[config.mk]
export PLATFORM = sky130hd
export DESIGN_NAME = mbx_mailbox
export DESIGN_NICKNAME = d
export VERILOG_FILES = /design/src/rtl/mbx_pkg.sv /design/src/rtl/mbx_ring.sv /design/src/rtl/mbx_irq.sv /design/src/rtl/mbx_mailbox.sv
export SDC_FILE = /design/constraint.sdc
export NUM_CORES = 1
export LEC_CHECK = 0
export BUFFER_PORTS_ARGS = -buffer_cell sky130_fd_sc_hd__buf_2
export CORE_MARGIN = 5
export CORE_UTILIZATION = 55
export DETAILED_ROUTE_END_ITERATION = 10
export GPL_TIMING_DRIVEN = 0
export PLACE_DENSITY = 0.77
export SLEW_MARGIN = 20
export SYNTH_ARGS = -nofsm -noshare
export SYNTH_HDL_FRONTEND = slang
export SYNTH_HIERARCHICAL = 1
export SYNTH_SLANG_ARGS = --single-unit
export TNS_END_PERCENT = 1
[constraint.sdc]
create_clock -name clk -period 17.46 [get_ports clk]
set_input_delay 3.492 -clock clk [delete_from_list [all_inputs] [get_ports clk]]
set_output_delay 3.492 -clock clk [all_outputs]
set_load 0.005 [all_outputs]
[src/rtl/mbx_pkg.sv]
package mbx_pkg;
   localparam int SLOT_W = 32;
   localparam int PTR_W  = 8;

   // register select, host_addr[3:2]
   localparam logic [1:0] SEL_WIN_WR   = 2'd0;
   localparam logic [1:0] SEL_HOST_CSR = 2'd1;
   localparam logic [1:0] SEL_WIN_RD   = 2'd2;
   localparam logic [1:0] SEL_PEER_CSR = 2'd3;

   // status word bit positions
   localparam int B_IE    = 0;
   localparam int B_IS    = 1;
   localparam int B_IG    = 2;
   localparam int B_RDY   = 3;
   localparam int B_RST   = 4;
   localparam int B_OVF   = 5;
   localparam int F_RP    = 8;
   localparam int F_WP    = 16;
   localparam int F_DEPTH = 24;
endpackage

[src/rtl/mbx_ring.sv]
module mbx_ring #(
   parameter int DEPTH  = 8,
   parameter int DATA_W = 32,
   parameter int PTR_W  = 8
) (
   input  logic              clk,
   input  logic              rst_n,
   input  logic              flush,
   input  logic              push,
   input  logic [DATA_W-1:0] wdata,
   input  logic              pop,
   output logic [DATA_W-1:0] head,
   output logic [PTR_W-1:0]  wp,
   output logic [PTR_W-1:0]  rp,
   output logic              full,
   output logic              empty
);
   localparam int IDX_W = $clog2(DEPTH);

   logic [DATA_W-1:0] mem [DEPTH];
   logic [PTR_W-1:0]  fill;
   logic              push_ok;
   logic              pop_ok;

   assign fill    = wp - rp;
   assign full    = (fill == PTR_W'(DEPTH));
   assign empty   = (fill == '0);
   assign push_ok = push && !full && !flush;
   assign pop_ok  = pop && !empty && !flush;
   assign head    = mem[rp[IDX_W-1:0]];

   always_ff @(posedge clk or negedge rst_n) begin
      if (!rst_n) begin
         wp <= '0;
         rp <= '0;
      end else if (flush) begin
         wp <= '0;
         rp <= '0;
      end else begin
         if (push_ok) wp <= wp + 1'b1;
         if (pop_ok)  rp <= rp + 1'b1;
      end
   end

   always_ff @(posedge clk) begin
      if (push_ok) mem[wp[IDX_W-1:0]] <= wdata;
   end
endmodule

[src/rtl/mbx_irq.sv]
module mbx_irq (
   input  logic clk,
   input  logic rst_n,
   input  logic csr_wr,
   input  logic wd_ie,
   input  logic wd_is,
   input  logic set_req,
   output logic ie,
   output logic is,
   output logic irq
);
   always_ff @(posedge clk or negedge rst_n) begin
      if (!rst_n) begin
         ie <= 1'b0;
         is <= 1'b0;
      end else begin
         if (csr_wr) ie <= wd_ie;
         if (set_req)
            is <= 1'b1;
         else if (csr_wr && wd_is)
            is <= 1'b0;
      end
   end

   assign irq = ie && is;
endmodule

[src/rtl/mbx_mailbox.sv]
module mbx_mailbox
   import mbx_pkg::*;
#(
   parameter int DEPTH = 8
) (
   input  logic              clk,
   input  logic              rst_n,
   input  logic              host_wr_en,
   input  logic              host_rd_en,
   input  logic [3:0]        host_addr,
   input  logic [SLOT_W-1:0] host_wdata,
   output logic [SLOT_W-1:0] host_rdata,
   output logic              host_irq,
   output logic              host_ready,
   output logic              host_doorbell,
   input  logic              peer_ready_set,
   input  logic              peer_irq_gen,
   input  logic              peer_pop,
   output logic [SLOT_W-1:0] peer_rdata,
   output logic              peer_empty,
   input  logic              peer_push,
   input  logic [SLOT_W-1:0] peer_wdata,
   output logic              peer_full
);
   localparam logic [PTR_W-1:0] DEPTH_F = PTR_W'(DEPTH);

   generate
      if (DEPTH < 2 || DEPTH > 128 || (DEPTH & (DEPTH - 1)) != 0) begin : g_bad_depth
         $error("mbx_mailbox: DEPTH must be a power of two from 2 to 128");
      end
   endgenerate

   logic [1:0]       sel;
   logic             aligned;
   logic             wr_win, wr_csr, rd_win;
   logic             flush, win_ok;
   logic             rst_q, hrdy_q, peer_rdy_q, ovf_q;
   logic             irq_ie, irq_is;
   logic [PTR_W-1:0] h2p_wp, h2p_rp, p2h_wp, p2h_rp;
   logic             h2p_full, p2h_empty;
   logic [SLOT_W-1:0] p2h_head;
   logic [SLOT_W-1:0] host_csr, peer_csr;

   assign sel     = host_addr[3:2];
   assign aligned = (host_addr[1:0] == 2'b00);
   assign wr_win  = host_wr_en && aligned && (sel == SEL_WIN_WR);
   assign wr_csr  = host_wr_en && aligned && (sel == SEL_HOST_CSR);
   assign rd_win  = host_rd_en && aligned && (sel == SEL_WIN_RD);
   assign flush   = rst_q || (wr_csr && host_wdata[B_RST]);
   assign win_ok  = wr_win && peer_rdy_q;

   always_ff @(posedge clk or negedge rst_n) begin
      if (!rst_n) begin
         rst_q         <= 1'b0;
         hrdy_q        <= 1'b0;
         host_doorbell <= 1'b0;
      end else begin
         host_doorbell <= wr_csr && host_wdata[B_IG];
         if (wr_csr) begin
            rst_q  <= host_wdata[B_RST];
            hrdy_q <= host_wdata[B_RDY];
         end
      end
   end

   always_ff @(posedge clk or negedge rst_n) begin
      if (!rst_n) begin
         peer_rdy_q <= 1'b0;
         ovf_q      <= 1'b0;
      end else begin
         if (flush)               peer_rdy_q <= 1'b0;
         else if (peer_ready_set) peer_rdy_q <= 1'b1;
         if (flush)                 ovf_q <= 1'b0;
         else if (win_ok && h2p_full) ovf_q <= 1'b1;
      end
   end

   mbx_ring #(.DEPTH(DEPTH), .DATA_W(SLOT_W), .PTR_W(PTR_W)) u_h2p (
      .clk(clk), .rst_n(rst_n), .flush(flush),
      .push(win_ok), .wdata(host_wdata), .pop(peer_pop),
      .head(peer_rdata), .wp(h2p_wp), .rp(h2p_rp),
      .full(h2p_full), .empty(peer_empty)
   );

   mbx_ring #(.DEPTH(DEPTH), .DATA_W(SLOT_W), .PTR_W(PTR_W)) u_p2h (
      .clk(clk), .rst_n(rst_n), .flush(flush),
      .push(peer_push), .wdata(peer_wdata), .pop(rd_win),
      .head(p2h_head), .wp(p2h_wp), .rp(p2h_rp),
      .full(peer_full), .empty(p2h_empty)
   );

   mbx_irq u_irq (
      .clk(clk), .rst_n(rst_n), .csr_wr(wr_csr),
      .wd_ie(host_wdata[B_IE]), .wd_is(host_wdata[B_IS]),
      .set_req(peer_irq_gen), .ie(irq_ie), .is(irq_is), .irq(host_irq)
   );

   always_comb begin
      host_csr                   = '0;
      host_csr[B_IE]             = irq_ie;
      host_csr[B_IS]             = irq_is;
      host_csr[B_RDY]            = hrdy_q;
      host_csr[B_RST]            = rst_q;
      host_csr[B_OVF]            = ovf_q;
      host_csr[F_RP +: PTR_W]    = h2p_rp;
      host_csr[F_WP +: PTR_W]    = h2p_wp;
      host_csr[F_DEPTH +: PTR_W] = DEPTH_F;
      peer_csr                   = '0;
      peer_csr[B_RDY]            = peer_rdy_q;
      peer_csr[F_RP +: PTR_W]    = p2h_rp;
      peer_csr[F_WP +: PTR_W]    = p2h_wp;
      peer_csr[F_DEPTH +: PTR_W] = DEPTH_F;
   end

   always_ff @(posedge clk or negedge rst_n) begin
      if (!rst_n) begin
         host_rdata <= '0;
      end else if (host_rd_en) begin
         if (!aligned)
            host_rdata <= '0;
         else begin
            case (sel)
               SEL_HOST_CSR: host_rdata <= host_csr;
               SEL_WIN_RD:   host_rdata <= p2h_empty ? '0 : p2h_head;
               SEL_PEER_CSR: host_rdata <= peer_csr;
               default:      host_rdata <= '0;
            endcase
         end
      end
   end

   assign host_ready = hrdy_q;
endmodule

==> out/results.txt, run 1 <==
Status - completed
Synth Area in Compound Gates - 4.28%
Flops & latches, synth - 583
Final period util - 48.5%
CP dominant cell by count - clkbuf_1
Depth of the CTS H-tree - 2
Most used DFF post-synth - edfxtp_1
Placed wire-length estimate - 37200 um
RSZ-0062 raised after global routing - false
Largest net degree at the start of global routing - 46
Core Util, Final - 64.5%
Synth Warn # - 6
Total Die Area - 47300 um^2
Layout area overhead - 16.6%
Worst Tran Pin Value - 1.09 ns
Mapped Cells - 1322
Psw - 962 uW
First-pass GRT wire length - 83900 um
Reg clk slew, reported paths - 0.06 ns
Synth unique cells - 63
# IOs - 145
Worst setup path category - flip-flop to output pin
DRT Pass-1 Iters - 8
Slew HR - 27.5%
Clock power frac - 34.2%
Seq pwr share - 45.2%
CTS tree - built
Xor/xnor share of the synthesized area - 0.370%
CP Cell Sequence - clkbuf_1 > clkbuf_1 > clkbuf_1 > inv_1 > ha_1 > nor2b_4 > o31a_4 > and3_1 > or4_4 > buf_6 > nor4_4 > buf_6 > buf_12 > buf_2
Post-synth top area share - 64.9%
Via density - 6.12
Crit-path max FO - 10
Die Wd - 218 um
DRT Wirelength - 55300 um
Post-Syn Area - 23700 um^2
Number of synthesized flops with an enable pin - 512
Startpoint type of the worst setup path - flip-flop
Worst Skew - 0.0377 ns
Comb power frac - 20.6%
Mean Syn Cell Area - 17.9 um^2
Iteration-0 DRC Markers - 1472
Final ANT Viol Nets - 0
Endpoints failing setup - 0
Max clock buf depth - 3
# clock sinks - 583
Most common cell in the netlist - edfxtp_1
Post-Synth Simple-Gate Area - 6.55%
Fin area - 27600 um^2
Initial Utilization - 55.3%
Root buf cell - clkbuf_16
Layout cells sized above 1 - 32.4%
WL per Instance - 25.3 um
DP Area - 25700 um^2
Area leader, netlist - edfxtp_1
Initial antenna violation count - 7
Final Max Slew Viols - 0
Synth area leaders - edfxtp_1, mux4_2, dfrtp_1
Hold crit path type - flip-flop to flip-flop
Worst vdd ir - 111 uV
Final Wtd Congestion - 0.835
Synthesized-area fraction occupied by adder cells - 0.951%
Max incr delay on CP - 0.72 ns
All-Layer GR Usage - 23.5%
Power per Cell Area - 130 nW/um^2
Async SR Flop Fraction - 12.2%
Congestion Overflow GR - 0
CTS Hold Bufs - 0
Syn_nets - 1416
LEAKAGE - 9.69 nW
Port bufs - 143
Worst EP arrival - 4.98 ns
Residual DRC count - 0
Fin nets - 1678
Max Cap Violations - 0
Vias in the first global route - 13694
Fin worst setup slack - 8.99 ns
CTS Buf Count - 56
Commonest cells in the netlist - edfxtp_1, nand2_1, mux4_2
Core ar. - 42800 um^2
Die Y - 218 um
Net Sw Frac - 26.7%
Multiplexer area fraction after synthesis - 13.4%
Max Fclk - 118 MHz
Post-CTS Resized - 0
Worst skew pair latency - 0.62 ns
Final Hold Fails - 0
Crit path capture type - output pin
DR vias - 13369
Largest family of logic cells by synthesized area - multiplexers
Internal power - 2.63 mW
Sequential share of the synthesized area - 72.4%
Worst hold slack - 0.497 ns
# rows - 76
Fin Setup TNS - 0 ns
Critical Path RT - 13.97 ns
Post-CTS Setup Repair Bufs - 0
Pre-CTS setup slack - 9.70 ns
Critical Path Slowest Stage Cell - clkbuf_1
Period minus WS final - 8.47 ns
## sequential cells by signal (all words and copies together) (netlist names)
signal / flops
u_h2p/mem: 256
host_rdata: 32
peer_rdy_q: 1
rst_q: 1
host_doorbell: 1
u_irq/ie: 1
u_h2p/rp: 8
u_p2h/mem: 256
host_ready: 1
ovf_q: 1
u_p2h/wp: 8
u_irq/is: 1
u_p2h/rp: 8
u_h2p/wp: 8
## cell families after synthesis
group           count (synthesis)
flops                         583
simple gates                  334
mux                           154
compound gates                129
buf+inv                        94
fa+ha+maj                      18
xor+xnor                       10
## final cells by class
class | count | area, um^2
Sequential cell | 583 | 17200
Fill cell | 2819 | 15200
Multi-Input combinational cell | 645 | 6150
Clock buffer | 75 | 1500
Timing Repair Buffer | 204 | 1250
Tap cell | 546 | 683
Buffer | 74 | 408
Clock inverter | 31 | 374
Inverter | 20 | 75.1
Antenna cell | 6 | 15.0
## power groups by stage
| stage | registers, mW | logic (mW) | clock network (mW) |
|---|---|---|---|
| floorplan | 1.64 | 0.483 | 0 |
| global placement | 1.65 | 0.700 | 0 |
| detailed placement | 1.65 | 0.736 | 0 |
| CTS | 1.62 | 0.745 | 1.25 |
| global route | 1.63 | 0.803 | 1.31 |
| finish | 1.63 | 0.739 | 1.23 |
## cell usage in the layout (no fill, tap or decap), drive strengths merged, types with 10 or more instances in the layout
| cell type | Yosys | layout |
|---|---|---|
| edfxtp | 512 | 512 |
| buf | 32 | 235 |
| nand2 | 213 | 213 |
| mux4 | 128 | 128 |
| clkbuf | 40 | 116 |
| dfrtp | 71 | 71 |
| nor2 | 28 | 28 |
| a21oi | 26 | 26 |
| clkinv | 2 | 24 |
| o2bb2ai | 22 | 22 |
| mux2 | 22 | 22 |
| a22oi | 21 | 21 |
| inv | 18 | 20 |
| ha | 18 | 18 |
| o21ai | 18 | 18 |
| or3 | 14 | 14 |
| nand3 | 12 | 12 |
| nor3 | 12 | 12 |
| a22o | 10 | 10 |
| nor4 | 10 | 10 |
## worst paths after layout
kind,startpoint,to,slack (ns),cells past startpoint
worst max register to register,u_h2p/rp[1]$_DFFE_PN0P_,u_h2p/mem[5][29]$_DFFE_PP_,11.86,17
min in group asynchronous,rst_n,host_rdata[30]$_DFFE_PN0P_,2.79,1
worst min register to register,host_rdata[1]$_DFFE_PN0P_,host_rdata[1]$_DFFE_PN0P_,0.50,1
worst max-delay path,u_p2h/rp[1]$_DFFE_PN0P_,peer_full,8.99,14
worst min-delay path,host_rdata[1]$_DFFE_PN0P_,host_rdata[1]$_DFFE_PN0P_,0.50,1
max in group asynchronous,rst_n,host_rdata[11]$_DFFE_PN0P_,14.05,2
## critical path: cells and delay by family, from the launching register on
family / cells / cell delay, ns
buffers and inverters: 8 / 2.21
adder cells (fa/ha/maj): 1 / 0.34
AND/OR/NAND/NOR: 4 / 1.13
flip-flops: 1 / 0.37
AO/OA/AOI/OAI: 1 / 0.31
## metrics by stage
stage	power, mW	std cells
after detailed placement	2.39	2072
final	3.60	2184
after CTS	3.62	2178
after floorplan	2.12	1322
after global routing	3.74	2180
after global placement	2.35	2011
## routing by layer
metal | vias up | routed length [um] | global-route usage (%)
li1 | 5753 | - | -
met1 | 6862 | 20900 | 31.0
met2 | 645 | 28200 | 39.9
met3 | 105 | 4650 | 4.96
met4 | 4 | 1570 | 7.06
met5 | - | 20 | 0
Power figures use the tool's default switching activity.
==> run 2, diff against run 1 <==
--- a/config.mk
+++ b/config.mk
@@ -10,7 +10,7 @@
 export CORE_UTILIZATION = 55
 export DETAILED_ROUTE_END_ITERATION = 10
 export GPL_TIMING_DRIVEN = 0
-export PLACE_DENSITY = 0.77
+export PLACE_DENSITY = 0.8
 export SLEW_MARGIN = 20
 export SYNTH_ARGS = -nofsm -noshare
 export SYNTH_HDL_FRONTEND = slang
==> constraint.sdc (replaced) <==
create_clock -name clk -period 6.85 [get_ports clk]
set_input_delay 1.37 -clock clk [delete_from_list [all_inputs] [get_ports clk]]
set_output_delay 1.37 -clock clk [all_outputs]
set_load 0.005 [all_outputs]
==> out/results.txt, run 2 (same netlist as run 1, synthesis figures left out) <==
# IOs - 145
# clock sinks - 583
Internal power - 6.61 mW
Worst vdd ir - 278 uV
Port bufs - 143
Worst Hold Depth - 1
Final period util - 90.7%
Iteration-0 DRC Markers - 1593
Fin worst setup slack - 0.635 ns
Most common cell after layout, fill and taps aside - edfxtp_1
All-Layer GR Usage - 23.5%
Crit path capture type - output pin
Final Power - 9.02 mW
Status - completed
Worst setup path category - flip-flop to output pin
# rows - 76
Die Wd - 218 um
Max Fclk - 161 MHz
Comb power frac - 21.0%
Worst Tran Pin Value - 0.990 ns
DRT Wirelength - 55100 um
Fin nets - 1677
Via density - 6.16
Post-CTS Resized - 0
Reg2reg path depth - 16
Max Cap Violations - 0
Die Y - 218 um
Seq pwr share - 45.9%
Post-CTS Setup Repair Bufs - 0
Placed wire-length estimate - 37400 um
Total Die Area - 47300 um^2
Worst skew pair latency - 0.61 ns
Power per Cell Area - 328 nW/um^2
DR vias - 13434
Hold crit path type - flip-flop to flip-flop
CTS Hold Bufs - 0
Core ar. - 42800 um^2
Net Sw Frac - 26.7%
Vias in the first global route - 13973
WL per Instance - 25.3 um
CTS Buf Count - 54
Startpoint type of the worst setup path - flip-flop
Critical Path RT - 5.48 ns
Endpoints failing setup - 0
Final Wtd Congestion - 0.848
Layout area overhead - 16.3%
Final ANT Viol Nets - 0
Final Hold Fails - 0
Congestion Overflow GR - 0
LEAKAGE - 9.65 nW
First-pass GRT wire length - 83900 um
Slew HR - 34.0%
Pre-CTS setup slack - 1.18 ns
Worst EP arrival - 4.85 ns
Depth of the CTS H-tree - 2
RSZ-0062 raised after global routing - false
Root buf cell - clkbuf_16
Commonest cells after routing, fill and taps aside - edfxtp_1, nand2_1, buf_2
DRT Pass-1 Iters - 5
Psw - 2.41 mW
CTS tree - built
Layout cells sized above 1 - 32.4%
Reg clk slew, reported paths - 0.06 ns
Largest net degree at the start of global routing - 47
Residual DRC count - 0
Worst Skew - 0.0182 ns
Crit-path max FO - 10
Period minus WS final - 6.22 ns
Clock power frac - 33.1%
Initial Utilization - 55.3%
Max clock buf depth - 3
Initial antenna violation count - 13
Final Max Slew Viols - 0
[run 2: cell types whose count changed in the layout (fill, tap and decap cells not counted), sizes merged]
cell      before  now
clkinvlp       0    4
inv           20   19
clkinv        24   17
clkbuf       116  120
bufinv         7    4
[run 2: area by class of cell]
type | count | area (um^2)
tap | 546 | 683
sequential | 583 | 17200
fill | 2808 | 15200
buffer | 74 | 410
clock inverter | 24 | 263
clock buffer | 78 | 1530
inverter | 20 | 75.1
multi-input combinational | 645 | 6150
timing repair buffer | 205 | 1260
antenna | 6 | 15.0
[run 2: power groups by stage]
stage          clock (mW)  sequential (mW)  combinational (mW)
3_3_place_gp            0             4.21                1.78
4_1_cts              3.04             4.14                1.90
3_5_place_dp            0             4.21                1.88
2_1_floorplan           0             4.18                1.23
5_1_grt              3.22             4.15                2.04
6_report             2.99             4.14                1.89
[run 2: final timing paths]
| check | slack [ns] | to | start |
|---|---|---|---|
| setup reg to reg | 1.26 | u_h2p/mem[4][20]$_DFFE_PP_ | u_h2p/rp[1]$_DFFE_PN0P_ |
| hold reg to reg | 0.49 | host_rdata[4]$_DFFE_PN0P_ | host_rdata[4]$_DFFE_PN0P_ |
| min in group asynchronous | 0.68 | host_rdata[26]$_DFFE_PN0P_ | rst_n |
| hold / removal | 0.49 | host_rdata[4]$_DFFE_PN0P_ | host_rdata[4]$_DFFE_PN0P_ |
| setup / recovery | 0.63 | peer_full | u_p2h/rp[1]$_DFFE_PN0P_ |
| max in group asynchronous | 5.57 | u_h2p/rp[5]$_DFFE_PN0P_ | rst_n |
[run 2: routing by layer]
layer	GRT usage (%)	share of wire, %	vias to the layer above
met1	30.3	37	6879
met4	7.82	3.4	12
met2	39.5	50	650
met5	0	0.11	-
li1	-	-	5754
met3	6.39	9.1	139
[run 2: critical path, cell delays in order (launching register included)]
cell	delay, ns
dfrtp_1	0.36
clkbuf_1	0.21
clkbuf_1	0.50
clkbuf_1	0.68
inv_1	0.10
ha_1	0.33
nor2b_4	0.14
o31a_4	0.31
and3_1	0.19
or4_4	0.51
buf_6	0.15
nor4_4	0.28
buf_6	0.19
buf_12	0.14
buf_2	0.13
[run 2: per-stage QoR]
step / std cells / utilization [%] / hold WS (ns) / TNS, ns / area, um^2
6_report: 2181 / 64.4 / 0.492 / 0 / 27500
5_1_grt: 2178 / 64.3 / 0.520 / 0 / 27500
4_1_cts: 2175 / 64.3 / 0.494 / 0 / 27500
3_5_place_dp: 2073 / 60.1 / 0.479 / 0 / 25700
3_3_place_gp: 2011 / 58.6 / 0.466 / -765.43 / 25100
2_1_floorplan: 1322 / - / 0.463 / 0 / 23700
